`src/rtl/capTimerPkg.sv`:
```
package capTimerPkg;

  typedef enum logic [1:0] {
    PSC_DIV1 = 2'b00,
    PSC_DIVA = 2'b01,
    PSC_DIVB = 2'b10,
    PSC_HOLD = 2'b11
  } pscE;

  typedef enum logic [1:0] {
    EDGE_FALL = 2'b00,
    EDGE_RISE = 2'b01,
    EDGE_NONE = 2'b10,
    EDGE_BOTH = 2'b11
  } edgeSelE;

  // strobes from control to datapath
  typedef struct packed {
    logic tick;
    logic loadCap0;
    logic loadCap1;
    logic clrOvf;
  } strobesT;

endpackage

```
`src/rtl/capInputFilter.sv`:
```
module capInputFilter (
  input  logic clk,
  input  logic rstN,
  input  logic sampleEn,
  input  logic rawIn,
  output logic rise,
  output logic fall
);

  logic syncA, syncB, prevQ, filtQ;
  logic accept;

  always_ff @(posedge clk or negedge rstN) begin
    if (!rstN) begin
      syncA <= 1'b0;
      syncB <= 1'b0;
    end else begin
      syncA <= rawIn;
      syncB <= syncA;
    end
  end

  assign accept = sampleEn && (syncB == prevQ) && (syncB != filtQ);
  assign rise   = accept && syncB;
  assign fall   = accept && !syncB;

  always_ff @(posedge clk or negedge rstN) begin
    if (!rstN) begin
      prevQ <= 1'b0;
      filtQ <= 1'b0;
    end else if (sampleEn) begin
      prevQ <= syncB;
      if (accept) filtQ <= syncB;
    end
  end

  AST_FILTER_HOLD: assert property (@(posedge clk) disable iff (!rstN)
    !sampleEn |=> $stable(filtQ));

  AST_EDGE_EXCLUSIVE: assert property (@(posedge clk) disable iff (!rstN)
    (rise || fall) |=> !(rise || fall));

endmodule

```
`src/rtl/capTimerCtrl.sv`:
```
module capTimerCtrl
  import capTimerPkg::*;
#(
  parameter int DIV_LOG_A = 2,
  parameter int DIV_LOG_B = 4,
  parameter int NUM_IN    = 2
) (
  input  logic              clk,
  input  logic              rstN,
  input  logic              wrEn,
  input  logic              wrAddr,
  input  logic [7:0]        wrData,
  input  logic [NUM_IN-1:0] capIn,
  output strobesT           strobes
);

  localparam int SEL_BASE = 4;

  pscE         pscQ;
  edgeSelE     edgeSelQ [NUM_IN];
  logic [DIV_LOG_B-1:0] divCnt;
  logic        tick;
  logic [NUM_IN-1:0] riseS, fallS, hit;
  logic        unusedCfgBits;

  assign unusedCfgBits = ^wrData[3:2];

  always_ff @(posedge clk or negedge rstN) begin
    if (!rstN) begin
      pscQ <= PSC_DIV1;
      for (int i = 0; i < NUM_IN; i++) edgeSelQ[i] <= EDGE_FALL;
    end else if (wrEn && !wrAddr) begin
      pscQ <= pscE'(wrData[1:0]);
      for (int i = 0; i < NUM_IN; i++)
        edgeSelQ[i] <= edgeSelE'(wrData[SEL_BASE + 2*i +: 2]);
    end
  end

  always_ff @(posedge clk or negedge rstN) begin
    if (!rstN) divCnt <= '0;
    else       divCnt <= divCnt + 1'b1;
  end

  always_comb begin
    unique case (pscQ)
      PSC_DIV1: tick = 1'b1;
      PSC_DIVA: tick = &divCnt[DIV_LOG_A-1:0];
      PSC_DIVB: tick = &divCnt;
      default:  tick = 1'b0;
    endcase
  end

  for (genvar i = 0; i < NUM_IN; i++) begin : gIn
    capInputFilter u_filt (
      .clk      (clk),
      .rstN     (rstN),
      .sampleEn (tick),
      .rawIn    (capIn[i]),
      .rise     (riseS[i]),
      .fall     (fallS[i])
    );
    assign hit[i] = (edgeSelQ[i] == EDGE_BOTH) ? (riseS[i] | fallS[i]) :
                    (edgeSelQ[i] == EDGE_RISE) ? riseS[i] :
                    (edgeSelQ[i] == EDGE_FALL) ? fallS[i] : 1'b0;
  end

  // crossed routing: input 0 -> register 1, input 1 -> register 0
  always_comb begin
    strobes.tick     = tick;
    strobes.loadCap1 = hit[0];
    strobes.loadCap0 = hit[1];
    strobes.clrOvf   = wrEn && wrAddr;
  end

  AST_HOLD_NO_CAPTURE: assert property (@(posedge clk) disable iff (!rstN)
    (pscQ == PSC_HOLD) |-> !(strobes.loadCap0 || strobes.loadCap1));

endmodule

```
`src/rtl/capTimerData.sv`:
```
module capTimerData
  import capTimerPkg::*;
#(
  parameter int CNT_W = 16
) (
  input  logic             clk,
  input  logic             rstN,
  input  strobesT          strobes,
  output logic [CNT_W-1:0] countQ,
  output logic [CNT_W-1:0] cap0Q,
  output logic [CNT_W-1:0] cap1Q,
  output logic             irq0Q,
  output logic             irq1Q,
  output logic             ovfQ
);

  localparam logic [CNT_W-1:0] CNT_MAX = '1;

  always_ff @(posedge clk or negedge rstN) begin
    if (!rstN) countQ <= '0;
    else if (strobes.tick) countQ <= countQ + 1'b1;
  end

  always_ff @(posedge clk or negedge rstN) begin
    if (!rstN) begin
      cap0Q <= '0;
      cap1Q <= '0;
      irq0Q <= 1'b0;
      irq1Q <= 1'b0;
    end else begin
      irq0Q <= strobes.loadCap0;
      irq1Q <= strobes.loadCap1;
      if (strobes.loadCap0) cap0Q <= countQ;
      if (strobes.loadCap1) cap1Q <= countQ;
    end
  end

  always_ff @(posedge clk or negedge rstN) begin
    if (!rstN) ovfQ <= 1'b0;
    else if (strobes.tick && countQ == CNT_MAX) ovfQ <= 1'b1;
    else if (strobes.clrOvf) ovfQ <= 1'b0;
  end

  AST_COUNT_STEP: assert property (@(posedge clk) disable iff (!rstN)
    strobes.tick |=> countQ == $past(countQ) + 1'b1);

  AST_COUNT_HOLD: assert property (@(posedge clk) disable iff (!rstN)
    !strobes.tick |=> $stable(countQ));

  AST_CAP1_VALUE: assert property (@(posedge clk) disable iff (!rstN)
    $rose(irq1Q) |-> cap1Q == $past(countQ));

  AST_CAP0_VALUE: assert property (@(posedge clk) disable iff (!rstN)
    $rose(irq0Q) |-> cap0Q == $past(countQ));

  AST_IRQ_PULSE: assert property (@(posedge clk) disable iff (!rstN)
    (irq0Q || irq1Q) |=> !(irq0Q && $past(irq0Q)) && !(irq1Q && $past(irq1Q)));

  AST_OVF_STICKY: assert property (@(posedge clk) disable iff (!rstN)
    (ovfQ && !strobes.clrOvf) |=> ovfQ);

endmodule

```
`src/rtl/capTimer.sv`:
```
module capTimer
  import capTimerPkg::*;
#(
  parameter int CNT_W     = 16,
  parameter int DIV_LOG_A = 2,
  parameter int DIV_LOG_B = 4
) (
  input  logic             clk,
  input  logic             rstN,
  input  logic             wrEn,
  input  logic             wrAddr,
  input  logic [7:0]       wrData,
  input  logic [1:0]       capIn,
  output logic [CNT_W-1:0] count,
  output logic [CNT_W-1:0] capture0,
  output logic [CNT_W-1:0] capture1,
  output logic             irq0,
  output logic             irq1,
  output logic             ovfFlag
);

  strobesT strobes;

  capTimerCtrl #(
    .DIV_LOG_A (DIV_LOG_A),
    .DIV_LOG_B (DIV_LOG_B),
    .NUM_IN    (2)
  ) u_ctrl (
    .clk     (clk),
    .rstN    (rstN),
    .wrEn    (wrEn),
    .wrAddr  (wrAddr),
    .wrData  (wrData),
    .capIn   (capIn),
    .strobes (strobes)
  );

  capTimerData #(
    .CNT_W (CNT_W)
  ) u_data (
    .clk     (clk),
    .rstN    (rstN),
    .strobes (strobes),
    .countQ  (count),
    .cap0Q   (capture0),
    .cap1Q   (capture1),
    .irq0Q   (irq0),
    .irq1Q   (irq1),
    .ovfQ    (ovfFlag)
  );

endmodule

```
`config.mk`:
```
export PLATFORM = sky130hd
export DESIGN_NAME = capTimer
export DESIGN_NICKNAME = d
export VERILOG_FILES = /design/src/rtl/capTimerPkg.sv /design/src/rtl/capInputFilter.sv /design/src/rtl/capTimerCtrl.sv /design/src/rtl/capTimerData.sv /design/src/rtl/capTimer.sv
export SDC_FILE = /design/constraint.sdc
export NUM_CORES = 1
export LEC_CHECK = 0
export ABC_CLOCK_PERIOD_IN_PS = 1500
export BUFFER_PORTS_ARGS = -buffer_cell sky130_fd_sc_hd__buf_2
export CAP_MARGIN = 20
export CELL_PAD_IN_SITES_DETAIL_PLACEMENT = 1
export CELL_PAD_IN_SITES_GLOBAL_PLACEMENT = 1
export CORE_MARGIN = 2
export CORE_UTILIZATION = 39
export CTS_BUF_LIST = sky130_fd_sc_hd__clkbuf_8 sky130_fd_sc_hd__clkbuf_16
export DETAILED_ROUTE_END_ITERATION = 12
export HOLD_SLACK_MARGIN = 0.06
export PLACE_DENSITY_LB_ADDON = 0.1
export SLEW_MARGIN = 20
export SYNTH_ARGS = -nofsm -noshare
export SYNTH_HDL_FRONTEND = slang
export SYNTH_SLANG_ARGS = --single-unit
```
`constraint.sdc`:
```
create_clock -name clk -period 1.5 [get_ports clk]
set_input_delay 0.225 -clock clk [delete_from_list [all_inputs] [get_ports clk]]
set_output_delay 0.225 -clock clk [all_outputs]
set_load 0.01 [all_outputs]
```
* After elaboration in Yosys (flattened, before gate mapping) *
Index checks and enable logic that the tools add are counted.

operators by class
  add/subtract/negate cells = 2
  eq/ne operators = 11
  muxes and demuxes = 9
  bitwise operators = 2
  reduce and logical (&&, ||, !) cells = 22

operator list
  kind                   count
  $add 16x1->16 const B  1
  $eq 16x16->1 const B   1
  $logic_and 1x1->1      11
  $mux 1                 8
  $eq 2x1->1 const B     3
  $eq 2x2->1 const B     3
  $logic_not 2->1        3
  $reduce_and 2->1       3
  $add 4x1->4 const B    1
  $reduce_and 4->1       1
  $logic_not 1->1        3
  $pmux 1 s3             1
  $eq 1x1->1             2
  $ne 1x1->1             2
  $or 1x1->1             2
  $reduce_bool 2->1      1

storage, ports and cells
  register bits = 69
  input bits = 14
  output and inout bits = 51
  word-level logic and storage cells = 64

* Longest topological paths before layout *
  depth after elaboration = 8
  gate-level depth with buffers = 6
  gate-level depth less buffers = 5

* By module *
Synthesis repeated with hierarchy kept, for this count alone.

unflattened totals
  cells, all modules = 189
  area, all modules = 2822.7 µm²

modules (own cells, without submodules)
  module          instances  cells each  area an instance (µm²)  sequential area each (µm²)
  capTimerData    1          133         2048.2                  1276.2
  capTimerCtrl    1          32          474.2                   250.2
  capInputFilter  2          12          150.1                   100.1

* Worst setup path before layout *
Ideal clock, no wire load.

  path kind = register to register
  start point = reg u_ctrl.divCnt[0]
  end point = reg u_data.cap0Q[10]
  setup time = 0.125 ns
  arrival time = 1.509 ns
  data required time = 1.375 ns
  slack = -0.134 ns
  cell stages (with the launch flop) = 7
  path buffers = 1
  clock period less this slack = 1.634 ns
  cells stage by stage = dfrtp_1 > ha_1 > nor2b_1 > o21ai_2 > o21ai_2 > buf_6 > mux2_2

on the way
  cells in the longest elaborated chain, start to end = 8
  elaborated cells between the ends (all ways) = 11
  classes of those cells = 4 x mux; 1 x bitwise; 6 x reduce/logical

ends and longest elaborated chain
  element                                               line                                    source
  start: declaration                                    capTimerCtrl.sv:21                      logic [DIV_LOG_B-1:0] divCnt;
  start signal: assignment                              capTimerCtrl.sv:41                      else divCnt <= divCnt + 1'b1;
  $reduce_and 4->1 or $reduce_and 2->1 (tied branches)  capTimerCtrl.sv:48, capTimerCtrl.sv:47
  $pmux 1 s3 *                                          capTimerCtrl.sv:45                      unique case (pscQ)
  $logic_and 1x1->1 * (2 in a row)                      capInputFilter.sv:23                    assign accept = sampleEn && (syncB == prevQ) && (syncB != filtQ);
  $logic_and 1x1->1                                     capInputFilter.sv:25                    assign fall = accept && !syncB;
  $mux 1                                                capTimerCtrl.sv:64                      (edgeSelQ[i] == EDGE_FALL) ? fallS[i] : 1'b0;
  $mux 1                                                capTimerCtrl.sv:63                      (edgeSelQ[i] == EDGE_RISE) ? riseS[i] :
  $mux 1 *                                              capTimerCtrl.sv:62                      assign hit[i] = (edgeSelQ[i] == EDGE_BOTH) ? (riseS[i] | fallS[i]) :
  end signal: assignment                                capTimerData.sv:33                      if (strobes.loadCap0) cap0Q <= countQ;
  end: declaration                                      capTimerData.sv:10                      output logic [CNT_W-1:0] cap0Q,

Every way passes the cells marked *; elsewhere a longest branch is shown, timed or not.
A chain may end at the register's enable or synchronous reset.

* Worst setup path after layout *
  start point = reg u_ctrl.edgeSelQ[2] in the netlist's numbering
  end point = reg u_data.cap1Q[0]

on the way
  cells in the longest elaborated chain, start to end = 4
  elaborated cells between the ends (all ways) = 6
  classes of those cells = 2 x eq/ne; 3 x mux; 1 x reduce/logical

ends and longest elaborated chain
  element                           line                source
  start: declaration                capTimerCtrl.sv:20  edgeSelE edgeSelQ [NUM_IN];
  start signal: indexed assignment  capTimerCtrl.sv:35  edgeSelQ[i] <= edgeSelE'(wrData[SEL_BASE + 2*i +: 2]);
  $logic_not 2->1                   capTimerCtrl.sv:64
  $mux 1                            capTimerCtrl.sv:64
  $mux 1                            capTimerCtrl.sv:63
  $mux 1 *                          capTimerCtrl.sv:62
  end signal: assignment            capTimerData.sv:34  if (strobes.loadCap1) cap1Q <= countQ;
  end: declaration                  capTimerData.sv:11  output logic [CNT_W-1:0] cap1Q,

Marks and branches as above.

==> impl_results.md <==
* Ant diodes at 0
* Register share of total power at 46.6%
* Starting Density at 40.5%
* Initial antenna violation count at 0
* Vias at 1,884
* Drt wl/cell at 15.6 um
* Library cells used by synthesis at 25
* Complex-gate fraction of the synthesized area at 2.14%
* Most frequent cells in the layout: dfrtp_1, buf_2, mux2_2, buf_4, xnor2_1
* XOR/XNOR Fraction of Synth Area at 6.05%
* Switching part of the total at 29.2%
* Failing checks: negative setup slack
* # setup viols final at 41
* DP Wirelength at 3.87 mm
* Chip Height at 88.0 um
* Data arrival time of the critical path at 1.90 ns
* Ports at 65
* Worst hold path endpoint: u_ctrl.pscQ[0]$_DFFE_PN0P_
* Synth Area in Adders at 0.910%
* Most common cell after layout, fill and taps aside: dfrtp_1
* Register area at 1730 um^2
* R2r setup slk at -0.17 ns
* Total Power at 0.00503 W
* First-pass GRT wire length at 9.82 mm
* Depth of the worst hold-timing path at 2
* Main combinational cell family by area after synthesis: multiplexers
* Post-Route WL at 6.09 mm
* Largest net degree at the start of global routing at 70
* Vias/cell at 4.83
* Largest cells by area after synthesis: dfrtp_1, mux2_2, xnor2_1
* Mapped Cells at 188
* Tot GR Track Use at 17.1%
* Grt total ovfl at 0
* Synth area leader: dfrtp_1
* Max-slew headroom at 74.4%
* Fin crit period at 1.67 ns
* Worst hold start: wrData[0]
* Total Neg Setup Slack at -4.02 ns
* Register-to-Register Path Depth at 5
* TritonRoute pass-1 iters at 3
* Top-area cell type share of the netlist area at 62.8%
* Combinational share of power at 27.3%
* TritonCTS Sinks at 69
* CTS tree: yes
* Critical Path End Type: register
* Worst EP required at 1.73 ns
* H-Tree Depth at 3
* Clock root buffer: clkbuf_8
* Worst min-delay path class: input pin to register
* Row cnt at 30
* Post-synthesis mux area share at 16.8%
* Vias in the first global route at 1,920
* Clk Latency, worst-skew pair at 0.34 ns
* Die Width at 88.0 um
* Final setup margin at -0.169 ns
* Internal power at 0.00356 W
* Final GP Congestion at 0.682
* Cell Area, Synth at 2750 um^2
* P_sw at 0.00147 W
* Post-synthesis simple-gate area fraction at 9.42%
* Crit Path Category: register to register
* Outcome: complete, but fails checks
* CTS Buf Count at 9
* Synth-to-Final Area Change at 40.1%
* Pwr dens at 1310 nW/um^2
* RSZ-0062 raised after global routing: true
* Max cap viols at 0
* Total Nets Final at 305
* Startpoint types: register
* Fin. Hold Viols at 0
* Multi-input logic area at 1130 um^2
* Clk network pwr share at 26.1%
* Worst r2r dst: u_data.cap1Q[0]$_DFFE_PN0P_
* Yosys warns at 0
* Clock Skew at 0.00702 ns
* CORE AREA at 6790 um^2
* Max Buffers Root-to-Sink at 2
* Synth Net Count at 204
* Initial DRC count at 52
* Routed Antenna Nets at 0
* Launch point of the worst reg-to-reg path: u_ctrl.edgeSelQ[2]$_DFFE_PN0P_
* Worst-path clk slew at 0.07 ns
* Register bit total from synthesis at 69
* Peak supply drop at 631 uV
* Share of layout cells above drive strength 1 at 56.8%
* Lkg Pwr at 2.03 nW
* Die area at 7740 um^2
* Crit-path max FO at 7
* Sequential area share after synthesis at 62.8%
* # fillers at 689
* Tcrit/Tclk final at 111%
* Drt drc at 0
* Buffers added on ports at 62
* Worst-margin pin slew at 0.383 ns
* Final slew viol count at 0
* Fmax achieved at 0.599 GHz
* Syn_area_per_cell at 14.6 um^2
* Post-Route Utilization at 56.7%
==> Yosys cell counts <==
library cell / number
dfrtp_1: 69
mux2_2: 41
xnor2_1: 15
nand3_1: 8
nand2_1: 7
nand4_1: 6
and3_1: 4
xor2_1: 4
inv_1: 3
nand2b_1: 3
o21ai_2: 3
a21o_1: 2
a22o_1: 2
and4_1: 2
and4b_1: 2
buf_2: 2
buf_6: 2
clkbuf_1: 2
ha_1: 2
nor2_1: 2
nor2b_1: 2
nor4b_2: 2
and2_1: 1
nand4b_1: 1
or3b_2: 1
==> how the worst max path moves through the flow <==
stage	startpoint	endpoint
2_1_floorplan	u_ctrl.divCnt[0]$_DFF_PN0_	u_data.cap0Q[10]$_DFFE_PN0P_
3_3_place_gp	u_ctrl.divCnt[1]$_DFF_PN0_	u_data.cap1Q[14]$_DFFE_PN0P_
3_5_place_dp	u_ctrl.divCnt[1]$_DFF_PN0_	u_data.cap1Q[7]$_DFFE_PN0P_
4_1_cts	u_ctrl.edgeSelQ[2]$_DFFE_PN0P_	u_data.cap1Q[13]$_DFFE_PN0P_
5_1_grt	u_ctrl.edgeSelQ[2]$_DFFE_PN0P_	u_data.cap1Q[5]$_DFFE_PN0P_
6_report	u_ctrl.edgeSelQ[2]$_DFFE_PN0P_	u_data.cap1Q[0]$_DFFE_PN0P_
==> timing repair <==
| action | 4_1_cts | 5_1_grt |
|---|---|---|
| setup buffers | 4 | 2 |
| pin swaps | 14 | 12 |
| gates cloned | 3 | 0 |
| gates resized for setup | 18 | 22 |
| endpoints found under the setup margin | 41 | 53 |
| hold buffers | 3 | 0 |
| endpoints found under the hold margin | 71 | 0 |
==> power groups by stage <==
stage | Sequential (W) | Combinational [W] | Clock [W]
CTS | 0.00236 | 0.00136 | 0.00136
detailed placement | 0.00239 | 0.00126 | 0
finish | 0.00235 | 0.00137 | 0.00131
floorplan | 0.00252 | 0.000503 | 0
global route | 0.00240 | 0.00150 | 0.00143
global placement | 0.00237 | 0.00123 | 0
==> stage by stage <==
stage               std cells  setup slack (ns)  hold slack (ns)  area (um^2)
finish                    390            -0.169            0.111         3850
global route              390            -0.233            0.111         3850
CTS                       388            -0.175           0.0948         3730
global placement          363            -0.138            0.282         3410
detailed placement        363            -0.196            0.277         3410
floorplan                 188            -0.103          -0.0706         2770
==> layout make-up <==
type | count | share of cell area (%)
repair buffers | 96 | 17.9
inverters | 3 | 0.292
flip-flops and latches | 69 | 44.8
clock inverters | 5 | 0.520
well taps | 96 | 3.12
multi-input cells | 110 | 29.4
clock buffers | 11 | 3.93
==> flip-flops by register name, indices dropped and copies added, names as in the netlist, 2 cells and up <==
name                     cells
u_ctrl.gIn.u_filt.filtQ      2
u_ctrl.gIn.u_filt.syncA      2
u_ctrl.gIn.u_filt.syncB      2
u_ctrl.pscQ                  2
u_data.countQ               16
u_data.cap1Q                16
u_data.cap0Q                16
u_ctrl.divCnt                4
u_ctrl.gIn.u_filt.prevQ      2
u_ctrl.edgeSelQ              4
==> routing by layer <==
metal / track usage (%) / vias to the layer above / wire length [um]
met5: 0 / - / 0
met1: 22.2 / 969 / 2630
met4: 9.37 / 0 / 144
li1: - / 866 / -
met2: 26.8 / 38 / 3100
met3: 3.77 / 11 / 214
==> kinds of logic after synthesis <==
kind of cell,count (synthesis)
compound gates,7
simple gates,41
mux,41
fa+ha+maj,2
buf+inv,9
flops,69
xor+xnor,19
==> worst max-delay path: stages (launching register included) <==
cell	delay [ns]
dfrtp_1	0.40
buf_6	0.13
and4b_1	0.20
o21ai_4	0.33
buf_12	0.17
mux2_2	0.33
No activity file was read; power rests on OpenSTA's default activity.
